File: config.mk
export PLATFORM = sky130hd
export DESIGN_NAME = aic_irq_ctrl
export DESIGN_NICKNAME = d
export VERILOG_FILES = /design/src/rtl/aic_pkg.sv /design/src/rtl/aic_line_state.sv /design/src/rtl/aic_pick.sv /design/src/rtl/aic_irq_ctrl.sv
export SDC_FILE = /design/constraint.sdc
export NUM_CORES = 2
export LEC_CHECK = 0
export ABC_AREA = 1
export CORE_ASPECT_RATIO = 1.1
export CORE_MARGIN = 10
export CORE_UTILIZATION = 50
export DETAILED_ROUTE_END_ITERATION = 7
export DONT_BUFFER_PORTS = 1
export PLACE_DENSITY = 0.76
export SKIP_CTS_REPAIR_TIMING = 1
export SLEW_MARGIN = 20
export SYNTH_ARGS = -nofsm -noshare
export SYNTH_HDL_FRONTEND = slang
export SYNTH_SLANG_ARGS = --single-unit
File: constraint.sdc
create_clock -name clk -period 5.04 [get_ports clk]
set_input_delay 1.26 -clock clk [delete_from_list [all_inputs] [get_ports clk]]
set_output_delay 1.26 -clock clk [all_outputs]
set_load 0.005 [all_outputs]
File: src/rtl/aic_pkg.sv
package aic_pkg;

    localparam int          BUS_AW        = 16;
    localparam int          BUS_DW        = 32;
    localparam logic [15:0] ADDR_COUNT    = 16'h0004;
    localparam logic [15:0] ADDR_EVENT    = 16'h2004;
    localparam logic [3:0]  REGION_ROUTE  = 4'h3;
    localparam logic [3:0]  REGION_BANK   = 4'h4;
    localparam logic [7:0]  KIND_HW_LINE  = 8'd1;

    typedef struct packed {
        logic [7:0]  die;
        logic [7:0]  kind;
        logic [15:0] line;
    } evt_word_t;

    typedef enum logic [2:0] {
        BK_TRIG_SET  = 3'd0,
        BK_TRIG_CLR  = 3'd1,
        BK_MASK_SET  = 3'd2,
        BK_MASK_CLR  = 3'd3,
        BK_RAW       = 3'd4,
        BK_NONE      = 3'd7
    } bank_e;

    typedef enum logic [2:0] {
        SEL_NONE,
        SEL_COUNT,
        SEL_EVENT,
        SEL_ROUTE,
        SEL_BANK
    } region_e;

    typedef struct packed {
        region_e    sel;
        bank_e      bank;
        logic [9:0] line;
        logic [4:0] word;
    } acc_dec_t;

    function automatic acc_dec_t decode_addr(input logic [BUS_AW-1:0] a);
        acc_dec_t d;
        d.sel  = SEL_NONE;
        d.bank = BK_NONE;
        d.line = a[11:2];
        d.word = a[6:2];
        if (a == ADDR_COUNT) begin
            d.sel = SEL_COUNT;
        end else if (a == ADDR_EVENT) begin
            d.sel = SEL_EVENT;
        end else if (a[15:12] == REGION_ROUTE && a[1:0] == 2'b00) begin
            d.sel = SEL_ROUTE;
        end else if (a[15:12] == REGION_BANK && a[11:10] == 2'b00 && a[1:0] == 2'b00) begin
            if (a[9:7] <= 3'd4) begin
                d.sel  = SEL_BANK;
                d.bank = bank_e'(a[9:7]);
            end
        end
        return d;
    endfunction

endpackage

File: src/rtl/aic_line_state.sv
module aic_line_state
    import aic_pkg::*;
#(
    parameter int NUM_LINES = 64,
    parameter int NUM_CPUS  = 4,
    localparam int IDX_W    = (NUM_LINES > 1) ? $clog2(NUM_LINES) : 1
) (
    input  logic                              clk,
    input  logic                              rst,
    input  logic                              wr_en,
    input  acc_dec_t                          wr_dec,
    input  logic [BUS_DW-1:0]                 wdata,
    input  logic                              ack_en,
    input  logic [IDX_W-1:0]                  ack_line,
    output logic [NUM_LINES-1:0]              mask_q,
    output logic [NUM_LINES-1:0]              trig_q,
    output logic [NUM_LINES-1:0][NUM_CPUS-1:0] route_q
);

    logic bank_wr;
    logic route_wr;

    assign bank_wr  = wr_en && (wr_dec.sel == SEL_BANK);
    assign route_wr = wr_en && (wr_dec.sel == SEL_ROUTE);

    always_ff @(posedge clk) begin
        if (rst) begin
            mask_q <= '1;
            trig_q <= '0;
            for (int n = 0; n < NUM_LINES; n++) begin
                route_q[n] <= NUM_CPUS'(1);
            end
        end else begin
            for (int n = 0; n < NUM_LINES; n++) begin
                if (ack_en && int'(ack_line) == n) begin
                    mask_q[n] <= 1'b1;
                end else if (bank_wr && int'(wr_dec.word) == n / 32 && wdata[n % 32]) begin
                    if (wr_dec.bank == BK_MASK_SET) begin
                        mask_q[n] <= 1'b1;
                    end else if (wr_dec.bank == BK_MASK_CLR) begin
                        mask_q[n] <= 1'b0;
                    end
                end
                if (bank_wr && int'(wr_dec.word) == n / 32 && wdata[n % 32]) begin
                    if (wr_dec.bank == BK_TRIG_SET) begin
                        trig_q[n] <= 1'b1;
                    end else if (wr_dec.bank == BK_TRIG_CLR) begin
                        trig_q[n] <= 1'b0;
                    end
                end
                if (route_wr && int'(wr_dec.line) == n) begin
                    route_q[n] <= wdata[NUM_CPUS-1:0];
                end
            end
        end
    end


    ack_mask_chk: assert property (@(posedge clk) disable iff (rst)
        ack_en |=> mask_q[$past(ack_line)]);


    mask_hold_chk: assert property (@(posedge clk) disable iff (rst)
        (!ack_en && !bank_wr) |=> $stable(mask_q));

endmodule

File: src/rtl/aic_pick.sv
module aic_pick #(
    parameter int NUM_LINES = 64,
    localparam int IDX_W    = (NUM_LINES > 1) ? $clog2(NUM_LINES) : 1
) (
    input  logic                 clk,
    input  logic                 rst,
    input  logic [NUM_LINES-1:0] elig,
    output logic                 found,
    output logic [IDX_W-1:0]     idx
);

    always_comb begin
        found = 1'b0;
        idx   = '0;
        for (int n = NUM_LINES - 1; n >= 0; n--) begin
            if (elig[n]) begin
                found = 1'b1;
                idx   = IDX_W'(n);
            end
        end
    end


    lowest_pick_chk: assert property (@(posedge clk) disable iff (rst)
        found |-> (elig[idx] && ((elig & ((NUM_LINES'(1) << idx) - NUM_LINES'(1))) == '0)));

endmodule

File: src/rtl/aic_irq_ctrl.sv
module aic_irq_ctrl
    import aic_pkg::*;
#(
    parameter int NUM_LINES = 64,
    parameter int NUM_CPUS  = 4,
    localparam int CPU_W    = (NUM_CPUS > 1) ? $clog2(NUM_CPUS) : 1
) (
    input  logic                 clk,
    input  logic                 rst,
    input  logic [NUM_LINES-1:0] hw_irq,
    input  logic                 bus_req,
    input  logic                 bus_we,
    input  logic [15:0]          bus_addr,
    input  logic [31:0]          bus_wdata,
    input  logic [CPU_W-1:0]     bus_cpu,
    output logic [31:0]          bus_rdata,
    output logic                 bus_rvalid,
    output logic [NUM_CPUS-1:0]  irq_out
);

    localparam int IDX_W  = (NUM_LINES > 1) ? $clog2(NUM_LINES) : 1;
    localparam int WORDS  = (NUM_LINES + 31) / 32;
    localparam int PAD_W  = WORDS * 32;

    acc_dec_t                           dec;
    logic                               rd_req;
    logic                               evt_rd;
    logic                               ack_en;
    logic                               sel_found;
    logic [IDX_W-1:0]                   sel_idx;
    logic [NUM_LINES-1:0]               line_mask;
    logic [NUM_LINES-1:0]               line_trig;
    logic [NUM_LINES-1:0][NUM_CPUS-1:0] line_route;
    logic [NUM_LINES-1:0]               pending;
    logic [NUM_CPUS-1:0]                cpu_found;
    logic [IDX_W-1:0]                   cpu_idx [NUM_CPUS];
    logic [PAD_W-1:0]                   mask_pad, trig_pad, raw_pad;
    evt_word_t                          evt;
    logic [31:0]                        rd_d;
    logic                               rd_evt_q;

    assign dec     = decode_addr(bus_addr);
    assign rd_req  = bus_req && !bus_we;
    assign evt_rd  = rd_req && (dec.sel == SEL_EVENT);
    assign pending = hw_irq | line_trig;

    aic_line_state #(
        .NUM_LINES (NUM_LINES),
        .NUM_CPUS  (NUM_CPUS)
    ) u_state (
        .clk      (clk),
        .rst      (rst),
        .wr_en    (bus_req && bus_we),
        .wr_dec   (dec),
        .wdata    (bus_wdata),
        .ack_en   (ack_en),
        .ack_line (sel_idx),
        .mask_q   (line_mask),
        .trig_q   (line_trig),
        .route_q  (line_route)
    );

    for (genvar c = 0; c < NUM_CPUS; c++) begin : g_cpu
        logic [NUM_LINES-1:0] elig;
        always_comb begin
            for (int n = 0; n < NUM_LINES; n++) begin
                elig[n] = pending[n] && !line_mask[n] && line_route[n][c];
            end
        end
        aic_pick #(
            .NUM_LINES (NUM_LINES)
        ) u_pick (
            .clk   (clk),
            .rst   (rst),
            .elig  (elig),
            .found (cpu_found[c]),
            .idx   (cpu_idx[c])
        );
        assign irq_out[c] = cpu_found[c];
    end

    always_comb begin
        sel_found = 1'b0;
        sel_idx   = '0;
        for (int c = 0; c < NUM_CPUS; c++) begin
            if (int'(bus_cpu) == c) begin
                sel_found = cpu_found[c];
                sel_idx   = cpu_idx[c];
            end
        end
    end

    assign ack_en = evt_rd && sel_found;

    always_comb begin
        mask_pad = '0;
        trig_pad = '0;
        raw_pad  = '0;
        mask_pad[NUM_LINES-1:0] = line_mask;
        trig_pad[NUM_LINES-1:0] = line_trig;
        raw_pad[NUM_LINES-1:0]  = hw_irq;
    end

    always_comb begin
        evt.die  = 8'd0;
        evt.kind = KIND_HW_LINE;
        evt.line = 16'(sel_idx);
    end

    always_comb begin
        rd_d = '0;
        unique case (dec.sel)
            SEL_COUNT: rd_d = 32'(NUM_LINES);
            SEL_EVENT: if (sel_found) rd_d = evt;
            SEL_ROUTE: begin
                for (int n = 0; n < NUM_LINES; n++) begin
                    if (int'(dec.line) == n) rd_d = 32'(line_route[n]);
                end
            end
            SEL_BANK: begin
                for (int w = 0; w < WORDS; w++) begin
                    if (int'(dec.word) == w) begin
                        case (dec.bank)
                            BK_TRIG_SET, BK_TRIG_CLR: rd_d = trig_pad[w*32 +: 32];
                            BK_MASK_SET, BK_MASK_CLR: rd_d = mask_pad[w*32 +: 32];
                            BK_RAW:                   rd_d = raw_pad[w*32 +: 32];
                            default:                  rd_d = '0;
                        endcase
                    end
                end
            end
            default: rd_d = '0;
        endcase
    end

    always_ff @(posedge clk) begin
        if (rst) begin
            bus_rdata  <= '0;
            bus_rvalid <= 1'b0;
            rd_evt_q   <= 1'b0;
        end else begin
            bus_rvalid <= rd_req;
            rd_evt_q   <= evt_rd;
            if (rd_req) begin
                bus_rdata <= rd_d;
            end
        end
    end


    auto_mask_chk: assert property (@(posedge clk) disable iff (rst)
        (bus_rvalid && rd_evt_q && bus_rdata != '0) |-> line_mask[bus_rdata[IDX_W-1:0]]);


    empty_evt_chk: assert property (@(posedge clk) disable iff (rst)
        (evt_rd && !sel_found) |=> (bus_rdata == '0 && $stable(line_mask)));


    evt_kind_chk: assert property (@(posedge clk) disable iff (rst)
        (bus_rvalid && rd_evt_q && bus_rdata != '0) |-> (bus_rdata[31:16] == 16'h0001));


    rd_latency_chk: assert property (@(posedge clk) disable iff (rst)
        rd_req |=> bus_rvalid);


    count_word_chk: assert property (@(posedge clk) disable iff (rst)
        (rd_req && dec.sel == SEL_COUNT) |=> (bus_rdata == 32'(NUM_LINES)));

endmodule

==> results.json <==
{
  "routed-wl-met3_mm": 12.6,
  "ctsHtreeMaxLevel": 2,
  "crit_required_ps": 5580,
  "total_power_uw": 7270,
  "cp_common_cell": "nand2_1",
  "seqCellArea_sq_um": 8350,
  "cts_made_buffers": 45,
  "rsz0062_at_grt": "yes",
  "synth.net_count": 4161,
  "placed_area_sq_um": 27600,
  "synth-main-ff-cell": "dfxtp_1",
  "p_leak_uw": 0.0132,
  "syn_area_per_cell_sq_um": 6.07,
  "maxCapViolations": 0,
  "dr.pass1.iters": 6,
  "worstPathArrival_ps": 6040,
  "crit_path_max_incr_delay_ps": 240,
  "worstSetupPathType": "input port to register",
  "worstHoldStart": "u_state.trig_q[57]",
  "antenna_cells": 0,
  "wl_met1_mm": 43.3,
  "via_count": 29600,
  "hold_violations": 0,
  "finalMaxSlewViolations": 0,
  "crit_fanout": 4,
  "syn2layout_area_growth_pct": 21.3,
  "ir_drop_uv": 261,
  "clock_path_buffers": 3,
  "fin_util_pct": 61.0,
  "max_freq_mhz": 182,
  "p_per_area_nw_per_um2": 244,
  "grt_pass1_vias": 27300,
  "ys_warn_count": 0,
  "min_path_cells": 2,
  "start_util_pct": 50.3,
  "period_share_pct": 109,
  "finalSetupViolations": 66,
  "vias_per_cell": 5.94,
  "grt_overflow": 0,
  "whs_endpoint": "u_state.trig_q[57]",
  "cts_tree": "done",
  "dp_hpwl_mm": 84.6,
  "grt_first_pass_wirelength_mm": 167,
  "setup_tns_ps": -25680,
  "ys_ff_latch": 417,
  "track_usage_pct": 36.9,
  "timing.final.ws_setup_ps": -464,
  "fin_skew_ps": 22.1,
  "clk_pin_slew_ps": 70,
  "min_period_ps": 5500,
  "ant_nets": 0,
  "r2r-start": "u_state.trig_q[63]",
  "synth_area_sq_um": 24600,
  "fp.dieW_um": 231,
  "route.met2.wl_mm": 47.5,
  "synth_edf_count": 0,
  "dp.cells": 4890,
  "multiInputGateArea_sq_um": 14600,
  "async_flop_share_pct": 0,
  "regToRegEndpoint": "u_state.mask_q[35]",
  "synthCells": 4043,
  "stdcell_area_sq_um": 29800,
  "highest_layer": "met4",
  "wire_per_inst_um": 22.4,
  "drtIter0Drc": 3983,
  "worst-r2r-setup-slack_ps": -270,
  "final_cell_count_no_fill": 4976,
  "status": "finished, violations left",
  "clockRootBuffer": "clkbuf_16",
  "insertion_delay_ps": 620,
  "cts_sinks": 417,
  "antenna_found_initial": 1,
  "ys_seq_area_share_pct": 34.0,
  "hold_path.class": "register to register",
  "detail_route.drc_violations": 0,
  "cp-end-kind": "register",
  "fillCellCount": 4833,
  "rows": 85,
  "drive_gt1_share_pct": 14.6,
  "drt_wl_total_mm": 112,
  "place.gp.congestion": 1.11,
  "grt_max_degree": 163,
  "worst_pin_slew_ps": 1050,
  "dieArea_sq_um": 58400,
  "slowest_stage": "nor3_1",
  "finalNetCount": 4407,
  "violations": "negative setup slack",
  "critPathLaunchType": "input port",
  "numPortBuffers": 0,
  "io_pins": 155,
  "die_y_um": 252,
  "coreArea_sq_um": 48800,
  "netlist-cell-type-count": 43,
  "rr_worst_depth": 71,
  "relSlewSlack_pct": 29.4
}
==> routing by layer <==
| layer | GRT usage (%) | up-vias |
|---|---|---|
| met5 | 0 | - |
| met2 | 56.1 | 1743 |
| li1 | - | 13900 |
| met3 | 9.43 | 442 |
| met4 | 23.6 | 0 |
| met1 | 45.8 | 13500 |
==> how the worst max path moves through the flow <==
| stage | slack, ps | from | cells past startpoint | end |
|---|---|---|---|---|
| after floorplan | 180 | hw_irq[63] | 71 | u_state.mask_q[44] |
| after global placement | -1150 | bus_addr[3] | 55 | bus_rdata[1] |
| after detailed placement | -1080 | bus_addr[3] | 55 | bus_rdata[1] |
| after CTS | -460 | bus_addr[3] | 55 | bus_rdata[1] |
| after global routing | -1040 | hw_irq[61] | 71 | u_state.mask_q[51] |
| final | -460 | hw_irq[63] | 71 | u_state.mask_q[35] |
==> worst max-delay path, delay by kind of cell <==
family	cells	cell delay [ps]
buffers and inverters	1	190
AOI/OAI and AO/OA	1	120
and+or+nand+nor	69	4460
==> flip-flops by register name (all words and copies together) (netlist names) <==
register,count
u_state.route_q,256
u_state.mask_q,64
u_state.trig_q,64
bus_rdata,32
bus_rvalid,1
==> metrics by stage <==
stage | hold slack (ps) | worst slack [ps]
CTS | 465 | -463
floorplan | 431 | 180
detailed placement | 455 | -1080
finish | 475 | -464
global placement | 453 | -1150
global route | 489 | -1040
==> power breakdown <==
group	internal, uW	switching, uW
Sequential	3290	0.355
Combinational	77.5	223
Clock	2120	1550
Total	5490	1770
==> synthesized netlist by cell type (all sizes together) (3+ instances only) <==
master | number | share of area, %
o221ai | 6 | 0.21
or2 | 40 | 1.0
o2111ai | 19 | 0.68
a211oi | 78 | 2.4
clkinv | 6 | 0.092
nor4 | 7 | 0.18
nor3 | 29 | 0.63
nand2 | 1197 | 18
nor4b | 5 | 0.18
a221oi | 28 | 1.0
o211ai | 68 | 2.1
a21oi | 337 | 6.9
o31ai | 12 | 0.37
buf | 13 | 0.26
inv | 372 | 5.7
nand4 | 66 | 1.7
o21ai | 431 | 8.8
a31oi | 15 | 0.38
o22ai | 13 | 0.33
nand3 | 151 | 3.1
dfxtp | 417 | 34
o21bai | 3 | 0.092
nor2 | 563 | 8.8
clkbuf | 157 | 2.4
==> placed cells by master (no fill, tap or decap), drive strengths merged, types with 2 or more instances in the layout <==
| cell type | netlist | routed |
|---|---|---|
| o221ai | 6 | 6 |
| o21bai | 3 | 3 |
| o221a | 2 | 2 |
| nand3 | 151 | 151 |
| clkinv | 6 | 17 |
| nand4 | 66 | 66 |
| clkbuf | 157 | 56 |
| nand3b | 2 | 2 |
| dfxtp | 417 | 417 |
| nor4 | 7 | 7 |
| nor2 | 563 | 563 |
| nor4b | 5 | 5 |
| o2111ai | 19 | 19 |
| nor3 | 29 | 29 |
| a211oi | 78 | 78 |
| bufinv | 0 | 7 |
| clkinvlp | 0 | 2 |
| nand2 | 1197 | 1197 |
| buf | 13 | 369 |
| o22ai | 13 | 13 |
| a31oi | 15 | 15 |
| o211ai | 68 | 68 |
| a21oi | 337 | 337 |
| o31ai | 12 | 12 |
| o21ai | 431 | 431 |
| inv | 372 | 378 |
| or2 | 40 | 40 |
| a221oi | 28 | 28 |
==> cell families (layout without fill, tap and decap cells) <==
logic type	count (synthesis)	count (layout)	synth area share, %
simple gates	2060	2060	34.0
compound gates	1018	1018	23.5
buf+inv	548	829	8.45
flops	417	417	34.0
==> cell type report <==
type	count	share of cell area, %
well taps	652	2.74
clock buffers	56	4.12
inverters	378	4.96
clock inverters	26	1.27
multi-input cells	3078	49.2
repair buffers	369	9.71
flip-flops and latches	417	28.0
Note: power is estimated with default switching activity, not from simulation.
